$ cat config.mk
export PLATFORM = sky130hd
export DESIGN_NAME = pclk_fracdiv
export DESIGN_NICKNAME = d
export VERILOG_FILES = /design/src/rtl/pclk_pkg.sv /design/src/rtl/pclk_regs.sv /design/src/rtl/pclk_phase.sv /design/src/rtl/pclk_wave.sv /design/src/rtl/pclk_fracdiv.sv
export SDC_FILE = /design/constraint.sdc
export NUM_CORES = 1
export LEC_CHECK = 0
export BUFFER_PORTS_ARGS = -buffer_cell sky130_fd_sc_hd__buf_2
export CORE_ASPECT_RATIO = 1.5
export CORE_MARGIN = 10
export CORE_UTILIZATION = 62
export CTS_BUF_LIST = sky130_fd_sc_hd__clkbuf_8
export DETAILED_ROUTE_END_ITERATION = 10
export PLACE_DENSITY = 0.82
export SYNTH_ARGS = -nofsm -noshare
export SYNTH_HDL_FRONTEND = slang
export SYNTH_SLANG_ARGS = --single-unit
$ cat constraint.sdc
create_clock -name clk -period 3.8 [get_ports clk]
set_input_delay 0.95 -clock clk [delete_from_list [all_inputs] [get_ports clk]]
set_output_delay 0.95 -clock clk [all_outputs]
set_load 0.01 [all_outputs]
$ cat src/rtl/pclk_pkg.sv
package pclk_pkg;

    typedef enum logic [1:0] {
        ST_IDLE = 2'd0,
        ST_RUN  = 2'd1,
        ST_PEND = 2'd2
    } pclk_state_e;

    localparam logic [1:0] ADDR_DIV  = 2'd0;
    localparam logic [1:0] ADDR_EDGE = 2'd1;
    localparam logic [1:0] ADDR_CTRL = 2'd2;

    localparam int FALL_LSB     = 16;
    localparam int CTRL_SEL_BIT = 0;
    localparam int CTRL_INV_BIT = 1;

endpackage

$ cat src/rtl/pclk_regs.sv
module pclk_regs
    import pclk_pkg::*;
#(
    parameter int INT_W  = 8,
    parameter int FRAC_W = 4,
    parameter int POS_W  = 9,
    parameter int DATA_W = 32
)(
    input  logic                    clk,
    input  logic                    rst_n,
    input  logic                    int_ce,
    input  logic                    ext_ce,
    input  logic                    reg_wr,
    input  logic [1:0]              reg_addr,
    input  logic [DATA_W-1:0]       reg_wdata,
    input  logic                    wrap,
    output logic                    tick,
    output pclk_state_e             state,
    output logic [INT_W+FRAC_W-1:0] act_div,
    output logic [POS_W-1:0]        act_rise,
    output logic [POS_W-1:0]        act_fall,
    output logic                    act_sel,
    output logic                    act_inv
);

    localparam int DIV_W = INT_W + FRAC_W;
    localparam logic [DIV_W-1:0] DIV_ONE = DIV_W'(1) << FRAC_W;

    // Integer part of zero becomes one, fraction untouched.
    function automatic logic [DIV_W-1:0] clamp_div(input logic [DIV_W-1:0] raw);
        logic [DIV_W-1:0] fixed;
        fixed = raw;
        if (raw[DIV_W-1:FRAC_W] == '0) begin
            fixed[FRAC_W] = 1'b1;
        end
        return fixed;
    endfunction

    pclk_state_e state_nxt;

    logic [DIV_W-1:0] sh_div;
    logic [POS_W-1:0] sh_rise;
    logic [POS_W-1:0] sh_fall;
    logic             sh_sel;
    logic             sh_inv;

    logic             wr_div;
    logic             wr_edge;
    logic             wr_ctrl;
    logic             wr_any;
    logic             commit_now;
    logic             direct_load;

    logic [DIV_W-1:0] new_div;
    logic [POS_W-1:0] new_rise;
    logic [POS_W-1:0] new_fall;
    logic             new_sel;
    logic             new_inv;
    logic             wdata_unused;

    assign wdata_unused = ^reg_wdata;

    assign wr_div  = reg_wr && (reg_addr == ADDR_DIV);
    assign wr_edge = reg_wr && (reg_addr == ADDR_EDGE);
    assign wr_ctrl = reg_wr && (reg_addr == ADDR_CTRL);
    assign wr_any  = wr_div || wr_edge || wr_ctrl;

    assign new_div  = clamp_div(reg_wdata[DIV_W-1:0]);
    assign new_rise = reg_wdata[POS_W-1:0];
    assign new_fall = reg_wdata[FALL_LSB +: POS_W];
    assign new_sel  = reg_wdata[CTRL_SEL_BIT];
    assign new_inv  = reg_wdata[CTRL_INV_BIT];

    assign tick = act_sel ? ext_ce : int_ce;

    // State register
    always_ff @(posedge clk or negedge rst_n) begin
        if (!rst_n) begin
            state <= ST_IDLE;
        end else begin
            state <= state_nxt;
        end
    end

    // Next-state logic
    always_comb begin
        state_nxt = state;
        unique case (state)
            ST_IDLE: begin
                if (tick) begin
                    state_nxt = ST_RUN;
                end
            end
            ST_RUN: begin
                if (wr_any) begin
                    state_nxt = ST_PEND;
                end
            end
            ST_PEND: begin
                if (tick && wrap && !wr_any) begin
                    state_nxt = ST_RUN;
                end
            end
            default: state_nxt = ST_IDLE;
        endcase
    end

    // Control outputs of the state machine
    always_comb begin
        direct_load = 1'b0;
        commit_now  = 1'b0;
        unique case (state)
            ST_IDLE: direct_load = 1'b1;
            ST_RUN:  commit_now  = 1'b0;
            ST_PEND: commit_now  = tick && wrap;
            default: direct_load = 1'b0;
        endcase
    end

    // Shadow copy: always follows the write port
    always_ff @(posedge clk or negedge rst_n) begin
        if (!rst_n) begin
            sh_div  <= DIV_ONE;
            sh_rise <= '0;
            sh_fall <= '0;
            sh_sel  <= 1'b0;
            sh_inv  <= 1'b0;
        end else begin
            if (wr_div) begin
                sh_div <= new_div;
            end
            if (wr_edge) begin
                sh_rise <= new_rise;
                sh_fall <= new_fall;
            end
            if (wr_ctrl) begin
                sh_sel <= new_sel;
                sh_inv <= new_inv;
            end
        end
    end

    // Active copy: written directly while idle, else at a period end
    always_ff @(posedge clk or negedge rst_n) begin
        if (!rst_n) begin
            act_div  <= DIV_ONE;
            act_rise <= '0;
            act_fall <= '0;
            act_sel  <= 1'b0;
            act_inv  <= 1'b0;
        end else if (direct_load) begin
            if (wr_div) begin
                act_div <= new_div;
            end
            if (wr_edge) begin
                act_rise <= new_rise;
                act_fall <= new_fall;
            end
            if (wr_ctrl) begin
                act_sel <= new_sel;
                act_inv <= new_inv;
            end
        end else if (commit_now) begin
            act_div  <= sh_div;
            act_rise <= sh_rise;
            act_fall <= sh_fall;
            act_sel  <= sh_sel;
            act_inv  <= sh_inv;
        end
    end

endmodule

$ cat src/rtl/pclk_phase.sv
module pclk_phase #(
    parameter int DIV_W  = 12,
    parameter int FRAC_W = 4
)(
    input  logic             clk,
    input  logic             rst_n,
    input  logic             tick,
    input  logic [DIV_W-1:0] act_div,
    output logic [DIV_W-1:0] phase_q,
    output logic             wrap
);

    localparam int PH_W = DIV_W + 1;
    localparam logic [PH_W-1:0] STEP = PH_W'(1) << FRAC_W;

    logic [PH_W-1:0] sum;
    logic [PH_W-1:0] nxt;

    assign sum  = {1'b0, phase_q} + STEP;
    assign wrap = tick && (sum >= {1'b0, act_div});
    assign nxt  = wrap ? (sum - {1'b0, act_div}) : sum;

    always_ff @(posedge clk or negedge rst_n) begin
        if (!rst_n) begin
            phase_q <= '0;
        end else if (tick) begin
            phase_q <= nxt[DIV_W-1:0];
        end
    end

endmodule

$ cat src/rtl/pclk_wave.sv
module pclk_wave #(
    parameter int DIV_W  = 12,
    parameter int FRAC_W = 4,
    parameter int POS_W  = 9
)(
    input  logic             clk,
    input  logic             rst_n,
    input  logic             tick,
    input  logic [DIV_W-1:0] phase_q,
    input  logic [POS_W-1:0] act_rise,
    input  logic [POS_W-1:0] act_fall,
    input  logic             act_inv,
    output logic             pix_clk,
    output logic             pix_ce
);

    localparam int POS_PH_W = POS_W + FRAC_W - 1;
    localparam int CMP_W    = (POS_PH_W > DIV_W) ? POS_PH_W : DIV_W;
    localparam logic [DIV_W-1:0] STEP_D = DIV_W'(1) << FRAC_W;

    logic [CMP_W-1:0] rise_ph;
    logic [CMP_W-1:0] fall_ph;
    logic [CMP_W-1:0] ph;
    logic             level;

    // Half-tick positions scaled to phase units (sixteenths for FRAC_W=4)
    assign rise_ph = CMP_W'(act_rise) << (FRAC_W - 1);
    assign fall_ph = CMP_W'(act_fall) << (FRAC_W - 1);
    assign ph      = CMP_W'(phase_q);

    always_comb begin
        if (rise_ph < fall_ph) begin
            level = (ph >= rise_ph) && (ph < fall_ph);
        end else if (rise_ph > fall_ph) begin
            level = (ph >= rise_ph) || (ph < fall_ph);
        end else begin
            level = 1'b0;
        end
    end

    always_ff @(posedge clk or negedge rst_n) begin
        if (!rst_n) begin
            pix_clk <= 1'b0;
            pix_ce  <= 1'b0;
        end else if (tick) begin
            pix_clk <= level ^ act_inv;
            pix_ce  <= (phase_q < STEP_D);
        end else begin
            pix_ce  <= 1'b0;
        end
    end

endmodule

$ cat src/rtl/pclk_fracdiv.sv
module pclk_fracdiv
    import pclk_pkg::*;
#(
    parameter int INT_W  = 8,
    parameter int FRAC_W = 4,
    parameter int POS_W  = 9,
    parameter int DATA_W = 32
)(
    input  logic              clk,
    input  logic              rst_n,
    input  logic              int_ce,
    input  logic              ext_ce,
    input  logic              reg_wr,
    input  logic [1:0]        reg_addr,
    input  logic [DATA_W-1:0] reg_wdata,
    output logic              pix_clk,
    output logic              pix_ce
);

    localparam int DIV_W = INT_W + FRAC_W;

    pclk_state_e      state;
    logic             tick;
    logic             wrap;
    logic [DIV_W-1:0] phase_q;
    logic [DIV_W-1:0] act_div;
    logic [POS_W-1:0] act_rise;
    logic [POS_W-1:0] act_fall;
    logic             act_sel;
    logic             act_inv;

    pclk_regs #(
        .INT_W (INT_W),
        .FRAC_W(FRAC_W),
        .POS_W (POS_W),
        .DATA_W(DATA_W)
    ) u_regs (
        .clk      (clk),
        .rst_n    (rst_n),
        .int_ce   (int_ce),
        .ext_ce   (ext_ce),
        .reg_wr   (reg_wr),
        .reg_addr (reg_addr),
        .reg_wdata(reg_wdata),
        .wrap     (wrap),
        .tick     (tick),
        .state    (state),
        .act_div  (act_div),
        .act_rise (act_rise),
        .act_fall (act_fall),
        .act_sel  (act_sel),
        .act_inv  (act_inv)
    );

    pclk_phase #(
        .DIV_W (DIV_W),
        .FRAC_W(FRAC_W)
    ) u_phase (
        .clk    (clk),
        .rst_n  (rst_n),
        .tick   (tick),
        .act_div(act_div),
        .phase_q(phase_q),
        .wrap   (wrap)
    );

    pclk_wave #(
        .DIV_W (DIV_W),
        .FRAC_W(FRAC_W),
        .POS_W (POS_W)
    ) u_wave (
        .clk     (clk),
        .rst_n   (rst_n),
        .tick    (tick),
        .phase_q (phase_q),
        .act_rise(act_rise),
        .act_fall(act_fall),
        .act_inv (act_inv),
        .pix_clk (pix_clk),
        .pix_ce  (pix_ce)
    );

endmodule


# Word-level counts from Yosys, hierarchy flattened
# Index checks and enable logic that the tools add are counted.
# totals
register_bits	80
inputBits	39
output_inout_bits	2
word_cells	79
# classes
n_addsub	2
magnitude_cmp	6
eq_ne	10
mux	27
n_bitwise	1
n_reduce_logical	19
# ops
operator	n
$mux W9	6
$mux W12	4
$lt A12 B12 Y1	2
$add A12 B5 Y13 const B	1
$ge A13 B12 Y1	1
$mux W1	13
$ge A12 B12 Y1	1
$gt A12 B12 Y1	1
$lt A12 B5 Y1 const B	1
$ne A2 B1 Y1 const B	6
$sub A12 B12 Y12	1
$logic_not A8 Y1	1
$logic_and A1 B1 Y1	7
$mux W2	3
$pmux W2 S3	1
$reduce_and A2 Y1	3
$eq A2 B1 Y1 const B	2
$eq A2 B2 Y1 const B	2
$logic_not A2 Y1	2
$logic_or A1 B1 Y1	3
$reduce_and A3 Y1	1
$reduce_bool A2 Y1	1
$logic_not A1 Y1	1
$xor A1 B1 Y1	1

# Depth between registers and ports, before layout
# Gate-level depths: netlist of the first run.
# logic_depth
word_depth	8
ltp_mapped	14
ltp_nobuf	12

# Modules after synthesis
# Synthesis of the first run repeated with hierarchy kept, for this count alone.
# unflattened
hier_cells	503
hier_area_um2	5087.4
# modules_own_cells
mod	n_inst	cells_each	area_each_um2	seq_area_each_um2
pclk_regs	1	239	2940.3	1654.1
pclk_phase	1	165	1368.8	300.3
pclk_wave	1	99	778.2	50.0

# Worst setup path after synthesis of the first run
# OpenSTA, ideal clock, no wires.
# synth_path
kind	flip-flop to flip-flop
from	reg u_phase.phase_q[4]
to	reg u_regs.act_inv
setup_time_ns	0.126
arrival_time_ns	2.951
required_ns	3.674
setup_slack_ns	0.723
stages_incl_launch_ff	14
path_buffers	1
period_less_slack_ns	3.077
path_cell_list	dfrtp_1 ha_1 and3_1 buf_2 and2_1 xor2_1 ha_1 and2_1 nand2b_4 a211o_4 a21oi_4 o21ai_4 o221a_1 a221o_1
# synth_via
elab_chain_cells	7
# synth_rtl
element	line_no	rtl
from (decl)	pclk_phase.sv:9	output logic [DIV_W-1:0] phase_q,
from (signal assigned)	pclk_phase.sv:27	phase_q <= nxt[DIV_W-1:0];
$add A12 B5 Y13	pclk_phase.sv:19	assign sum = {1'b0, phase_q} + STEP;
$ge A13 B12 Y1	pclk_phase.sv:20	assign wrap = tick && (sum >= {1'b0, act_div});
$logic_and A1 B1 Y1	pclk_phase.sv:20	
$logic_and A1 B1 Y1	pclk_regs.sv:115	ST_PEND: commit_now = tick && wrap;
$mux W1	pclk_regs.sv:112	unique case (state)
$reduce_bool A2 Y1 (no line)	-	
$reduce_and A2 Y1 (no line)	-	
to (signal assigned)	pclk_regs.sv:161	act_inv <= new_inv;
to (signal assigned)	pclk_regs.sv:168	act_inv <= sh_inv;
to (decl)	pclk_regs.sv:23	output logic act_inv
# Every way passes these cells.
# A chain may end at the register's enable or synchronous reset.

# Worst setup path in the final report of the first run
# Ends and elaborated chain as after synthesis.

==> results of run 1 <==
## cell families (layout without fill, tap and decap cells)
kind of cell | count (synthesis) | after routing | share of synthesized area [%]
muxes | 47 | 47 | 10.6
and+or+nand+nor | 118 | 118 | 12.7
xor gates and xnor gates | 13 | 13 | 2.36
AOI/OAI and AO/OA | 125 | 125 | 17.4
adders and majority gates | 41 | 41 | 10.8
buffers and inverters | 55 | 89 | 4.59
DFF | 80 | 80 | 41.6
## layout make-up
class	count	area share, %
multi-input cells	344	49.4
flip-flops and latches	80	38.1
repair buffers	35	3.66
inverters	38	2.71
well taps	102	2.42
clock buffers	9	2.35
clock inverters	7	1.35
## how the worst max path moves through the flow
stage                                   start                          to  depth (start not counted)
2_1_floorplan  u_phase.phase_q[4]$_DFFE_PN0P_  u_regs.act_inv$_DFFE_PN0P_                         13
3_3_place_gp   u_phase.phase_q[4]$_DFFE_PN0P_  u_regs.act_sel$_DFFE_PN0P_                         12
3_5_place_dp   u_phase.phase_q[4]$_DFFE_PN0P_  u_regs.act_inv$_DFFE_PN0P_                         12
4_1_cts        u_phase.phase_q[4]$_DFFE_PN0P_  u_regs.act_inv$_DFFE_PN0P_                         12
5_1_grt        u_phase.phase_q[4]$_DFFE_PN0P_  u_regs.act_inv$_DFFE_PN0P_                         11
6_report       u_phase.phase_q[4]$_DFFE_PN0P_  u_regs.act_inv$_DFFE_PN0P_                         12
## tightest hold or removal path, cell delays in order, from the launching register on
cell and delay (ns):
dfstp_2 0.37, nand2_1 0.04, o21ai_0 0.07
## per-stage QoR
| step | power [mW] | hold slack, ns | worst slack (ns) | area, um^2 |
|---|---|---|---|---|
| 6_report | 4.81 | 0.482 | 0.403 | 5270 |
| 5_1_grt | 5.22 | 0.502 | 0.148 | 5270 |
| 4_1_cts | 4.78 | 0.485 | 0.414 | 5270 |
| 3_5_place_dp | 4.13 | 0.471 | 0.439 | 5070 |
| 3_3_place_gp | 3.99 | 0.464 | 0.462 | 5070 |
| 2_1_floorplan | 3.44 | 0.449 | 0.723 | 4820 |
## cells in the mapped netlist, types with 7 or more instances
master    number
a211oi_1      17
a21oi_1       36
and2_1        12
clkbuf_1       8
dfrtp_1       78
ha_1          40
inv_1         38
mux2_2        33
mux2i_1       14
nand2_1       30
nand3_1       11
nor2_1        21
nor3_1         9
o21ai_0       27
xor2_1         7
## power breakdown
part,internal (mW),switching (mW)
Sequential,1.16,0.276
Combinational,1.14,1.61
Clock,0.304,0.322
## cells in the final DEF (no fill, tap or decap), drive strengths merged, types with 4 or more instances in the layout
master  netlist  routed
nor2         21      21
a21oi        38      38
ha           40      40
nand2        30      30
xnor2         6       6
and3          6       6
a211oi       18      18
dfrtp        78      78
nand3        11      11
clkbuf        8       9
o21ai        33      33
mux2i        14      14
and2         12      12
nand4         7       7
inv          38      41
xor2          7       7
nand3b        5       5
buf           9      35
nor3          9       9
o21bai        4       4
mux2         33      33
## routing by layer
metal	vias to the layer above	GRT usage (%)	routed length (um)
met1	1823	22.0	4690
met3	27	2.99	314
met2	96	34.2	5760
met4	0	9.38	362
li1	1796	-	-
met5	-	0	0
## state kept, by name, indices dropped and copies added, names as in the netlist
signal	flops
u_phase.phase_q	12
u_regs.act_div	12
u_regs.act_fall	9
u_regs.act_inv	1
u_regs.act_rise	9
u_regs.act_sel	1
u_regs.sh_div	12
u_regs.sh_fall	9
u_regs.sh_inv	1
u_regs.sh_rise	9
u_regs.sh_sel	1
u_regs.state	2
u_wave.pix_ce	1
u_wave.pix_clk	1
==> run summary, run 1 <==
The flow ran to the end, and the final reports show no timing, DRC or antenna violations. The tools report the final-stage net count as 588. Leaving out filler cells and counting taps, the final layout contains 615.

The required time reported for the critical path endpoint is 4.05 ns. The number of antenna violations at the first check in global routing is 0, and the number of buffers added to fix hold violations after cts is 0. The site row count was 39; the via density per instance was 6.08. TritonCTS built the clock tree. Setup violations remaining at the end of the flow were counted as 0. In the final layout, the multi-input gates occupy 0.00260 mm^2.

The HPWL after detailed placement is 8220 um. The slowest stage of the critical path belongs to the cell dfrtp_1. The capturing point of the worst reg2reg path was u_regs.act_inv$_DFFE_PN0P_. The number of nets with antenna violations after detailed routing was 0; the maximum fanout along the worst path was 17. Final count of pins violating max slew: 0.

The master cell of the clock root buffer is clkbuf_8. Summing all flip-flop and latch instances after layout gives 0.00200 mm^2. The number of hold violations in the final report is 0.

The run gives 0.00482 mm^2 as the netlist area before placement. The worst path uses 89.4% of the clock period. The total congestion overflow after global routing was 0. Traced cell by cell, the critical path runs through ha_1 > and3_1 > and2_1 > xor2_1 > ha_1 > and2_1 > nand2b_4 > a211o_4 > a21oi_4 > o21ai_4 > o221a_1 > a221o_1. Setup repair after global routing left no endpoint under its margin. 41 I/O pins were placed. In the global route stage, overall resource usage came out at 19.3%.

Count of placed standard cells including taps: 599. The tools report the relative slew slack as 33.1%. The synthesis-stage register bit count came out at 80.

The power density over cell area was 913 mW/mm^2. Share of the synthesized area in the top cell type: 40.5%. For the violation count after the first detailed-route iteration, the log shows 268. The logs give 2 for the maximum buffer depth of the clock tree and 60 for the number of different library cells in the post-synthesis netlist. The total wire length after detailed routing came out at 11,100 um. Between clock sinks in the finished design, the worst skew comes to 0.00664 ns.

Counting cells, the worst reg-to-reg path comes to 12. Register-to-register setup slack: 0.40 ns. The H-tree generated during clock tree synthesis spans 3 levels.

The kind of cell with the highest combined delay on the critical path is compound AO/OA/AOI/OAI gates. The run gives 0 ns as the accumulated negative setup slack. The worst flop-to-flop path startpoint is u_phase.phase_q[4]$_DFFE_PN0P_.

The number of instances in the synthesized netlist came out at 479. Post-CTS repair changed the size of 0 cells. Relative to the synthesized area, the layout overhead comes to 9.16%. dfrtp_1 takes more of the synthesized area than any other cell. Along the worst hold path, the cell count comes to 2. The analysis attributes to cell leakage a power of 2.44 nW. Summing the sequential cell areas from Yosys gives 41.6% of the chip area. Entering global routing, the biggest net connects 81 pins. The mean area per synthesized cell was 10.1 um^2. The post-CTS setup repair buffer count is 0, and the clock sink count is 80. The data arrival time of the critical path came out at 3.65 ns. For the maximum frequency from static timing analysis, the log shows 294 MHz. Cells fill 69.2% of the core in the end. The port buffer count is 29. Routability-driven placement finished with a final weighted congestion of 0.865. The floorplan step set the die width to 92.0 um. The first global-routing pass estimated 18,300 um of wire. For the pin with the worst max-slew slack, the measured transition is 1.00 ns. 0 antenna diodes ended up in the layout. Category of the most critical setup path: flip-flop to flip-flop.

The number of nets in the synthesized netlist is 559. After clock tree synthesis, the clock-pin slew on the worst setup and hold paths is 0.08 ns. In the final layout, the share of cells above drive strength 1 is 18.7%. The total buffers and inverters traversed by the critical path came out at 0. STA classifies the critical path endpoint as a flip-flop.

The number of global-route vias before repair was 3,826. The hold path endpoint is u_regs.act_div[4]$_DFFE_PN1P_. Core area: 0.00761 mm^2.

Across all layers, the routed design uses 3,742 vias. Counting flops with a built-in enable in the synthesized netlist gives 0. Once the floorplan was initialized, standard cells occupied 63.4% of the core. The floorplan step defined a die boundary enclosing 0.0118 mm^2. The proportion of register bits with asynchronous set or reset after synthesis was 100%. For the insertion delay to the later sink of the worst-skew pair, the log shows 0.36 ns. The worst-case IR drop observed on VDD is 0.489 mV. The fill cell instance count of the final layout was 581; the reported max-cap violation count was 0.

The worst hold path class was flip-flop to flip-flop. The TritonCTS buffer count is 9, and the first-pass detailed-route iteration total is 4. In this run the most critical hold path is launched from u_regs.act_div[4]$_DFFE_PN1P_. STA classifies the critical path startpoint as a flip-flop. The delay of the slowest cell on the worst path was 0.46 ns. In the synthesized netlist the dominant register cell turns out to be dfrtp_1. The minimum clock period after layout came out at 3.40 ns. Sorting the synthesized cells by area gives the leading types as dfrtp_1, ha_1, mux2_2. The floorplan step set the die height to 128 um. For the number of remaining DRC errors, the log shows 0. Number of warnings printed during yosys synthesis: 0. Dividing the detail-routed wire length by the instance count gives 18.1 um.
(Power assumes the default switching activity.)
==> inputs of run 2 (changes only) <==
--- a/config.mk
+++ b/config.mk
@@ -8,10 +8,10 @@
 export BUFFER_PORTS_ARGS = -buffer_cell sky130_fd_sc_hd__buf_2
 export CORE_ASPECT_RATIO = 1.5
 export CORE_MARGIN = 10
-export CORE_UTILIZATION = 62
+export CORE_UTILIZATION = 55
 export CTS_BUF_LIST = sky130_fd_sc_hd__clkbuf_8
 export DETAILED_ROUTE_END_ITERATION = 10
-export PLACE_DENSITY = 0.82
+export PLACE_DENSITY = 0.74
 export SYNTH_ARGS = -nofsm -noshare
 export SYNTH_HDL_FRONTEND = slang
 export SYNTH_SLANG_ARGS = --single-unit
==> run 2 against run 1 <==
Clock skew fell by 0.0023 ns. Critical path depth fell by 1. Maximum frequency fell by 2.2%. Die area rose by 10%. Cell area rose by 0.93%. Final cell count rose by 1.1%. Clock power rose by 12%. Utilization fell by 6.4 points. Largest cell class unchanged.
==> run summary, run 2 (synthesis gave the netlist of run 1 again) <==
The reported max-cap violation count came out at 0 (unchanged). The run finished with clean final reports. The horizontal extent of the die came out at 96.5 um (+4.8%). In the layout the commonest cells are dfrtp_1, inv_1, ha_1. The number of diodes was 0 (unchanged). The run gives 0 ns (unchanged) as the accumulated negative setup slack. The transition time at the pin with the least slew margin works out to 0.994 ns (-0.00994 ns). Post-cts gate resize count: 0 (unchanged).

The share of final-layout standard cells stronger than drive strength 1 came out at 18.8% (+0.12 points). The min-delay analysis places its worst path in the category flip-flop to flip-flop. The clock sink count is 80 (unchanged). The y dimension of the die is 135 um (+5.2%), and the total half-perimeter wirelength after legalization and detailed placement is 8500 um (+3.4%).

The tools report the kind of end point of the critical path as a flip-flop. Total wire length after detailed routing: 11,100 um (-0.64%). The logs give 0.432 mV (-12%) for the maximum resistive drop on vdd and 3,862 (+0.94%) for the number of global-route vias before repair.

The most common cell after layout, fill and taps aside is dfrtp_1. The maximum frequency from static timing analysis was 288 MHz (-2.2%); the global-route usage over all layers was 18.1% (-1.2 points). The largest registers in the layout are u_phase.phase_q x12, u_regs.act_div x12, u_regs.sh_div x12.

The average wire per standard cell is 17.8 um (-1.8%). The logs give 0.00846 mm^2 (+11%) for the core area and 0.0130 mm^2 (+10%) for the area enclosed by the die boundary. The run gives 0 (unchanged) as the total congestion overflow after global routing. The critical path goes through ha_1 > and3_1 > and2_1 > xor2_1 > ha_1 > and2_1 > a211oi_2 > a21oi_4 > o21ai_4 > nor2_1 > a221o_1.

The final hold slack came out at 0.489 ns (+0.00717 ns). The highest-delay cell along the critical path is dfrtp_1. For the worst clock skew, the log shows 0.00430 ns (-0.00233 ns). Setup repair after global routing left no endpoint under its margin.

Register clock-pin slew on the reported worst setup and hold paths: 0.08 ns (about the same). The critical path launch point type is a flip-flop. The final worst-path cycle share came out at 91.4% (+2.0 points).

Data arrival time of the critical path: 3.72 ns (+0.07 ns). The run gives 0 (unchanged) as the number of nets with antenna violations after detailed routing. The final-stage net count is 590 (+0.34%).

TritonCTS built the clock tree. The final setup violation count was 0 (unchanged). The master cell of the clock root buffer was clkbuf_8. Kind of cell with the highest combined delay on the critical path: compound AO/OA/AOI/OAI gates. The category of the most critical setup path is flip-flop to flip-flop. The number of placed I/O pins was 41 (unchanged); the total buffers and inverters traversed by the critical path was 0 (unchanged).

The minimum clock period after layout came out at 3.47 ns (+0.0760 ns). The run gives 0 (unchanged) as the number of antenna violations at the first check in global routing. The global-route wire length before repair is 18,400 um (+0.49%). The TritonCTS buffer count was 9 (unchanged); the relative slew slack was 33.7% (+0.66 points). The logs give 0 (unchanged) for the final count of pins violating max slew and 0 (unchanged) for the number of remaining DRC errors.

The post-CTS setup repair buffer count is 0 (unchanged), and the deepest level of the CTS H-tree is 3 (unchanged). The required time reported for the critical path endpoint was 4.04 ns (about the same). Pin count of the biggest net entering global routing: 81 (unchanged). The leakage component of the power was 2.47 nW (+1.2%); the port buffer count was 29 (unchanged). The total number of vias is 3,711 (-0.83%).

Maximum fanout along the worst path: 17 (unchanged). The power density over cell area was 917 mW/mm^2 (+0.36%). The violation count after the first detailed-route iteration was 218 (-19%); the via density per instance was 5.97 (-1.9%).

Delay of the slowest cell on the worst path: 0.46 ns (about the same). The initial core utilization was 57.0% (-6.4 points). The first-pass detailed-route iteration total is 5 (+1), and the area growth from synthesis to layout is 10.2%. The number of hold violations in the final report is 0 (unchanged).

The number of buffers added to fix hold violations after cts was 0 (unchanged); the maximum buffer depth of the clock tree was 2 (unchanged). Insertion delay to the later sink of the worst-skew pair: 0.35 ns (about the same). The weighted congestion reported at the end of routability-driven placement was 0.868 (+0.29%); the site row count was 41 (+5.1%).
[run 2: path summary, 6_finish.rpt]
kind	startpoint	to	slack, ns	depth (start not counted)
worst max-delay path	u_phase.phase_q[4]$_DFFE_PN0P_	u_regs.act_sel$_DFFE_PN0P_	0.33	11
worst min-delay path	u_regs.act_div[10]$_DFFE_PN0P_	u_regs.act_div[10]$_DFFE_PN0P_	0.49	2
worst max register to register	u_phase.phase_q[4]$_DFFE_PN0P_	u_regs.act_sel$_DFFE_PN0P_	0.33	11
worst min register to register	u_regs.act_div[10]$_DFFE_PN0P_	u_regs.act_div[10]$_DFFE_PN0P_	0.49	2
max in group asynchronous	rst_n	u_phase.phase_q[10]$_DFFE_PN0P_	2.40	1
min in group asynchronous	rst_n	u_phase.phase_q[2]$_DFFE_PN0P_	0.73	1
[run 2: layout make-up]
class,count,area (um^2)
timing repair buffer,37,208
sequential,80,2000
multi-input combinational,344,2600
clock buffer,10,138
clock inverter,6,85.1
tap,107,134
fill,692,3150
inverter,38,143
[run 2: layer usage]
layer | vias to the layer above | share of wire (%) | GRT usage (%)
li1 | 1801 | - | -
met1 | 1801 | 42 | 20.9
met2 | 78 | 50 | 29.5
met3 | 31 | 3.0 | 3.77
met4 | 0 | 5.0 | 10.7
met5 | - | 0 | 0
[run 2: per-stage QoR]
step                setup WS [ns]  instances  power (mW)  cell area (um^2)  util [%]
floorplan                   0.723        479        3.44              4820         -
global placement            0.431        606        4.01              5090      60.1
detailed placement          0.374        606        4.17              5090      60.1
CTS                         0.345        622        4.87              5310      62.8
global route               0.0862        622        5.28              5310      62.8
finish                      0.327        622        4.87              5310      62.8
[run 2: worst min-delay path, stage by stage, from the launching register on]
cell     delay [ns]
dfrtp_1        0.35
nand2_1        0.05
o21ai_0        0.06
[run 2: report_power, final]
part	internal (mW)	switching, mW	leakage (nW)
logic	1.15	1.58	1.40
registers	1.16	0.279	0.948
clock network	0.387	0.312	0.119
total	2.70	2.17	2.47
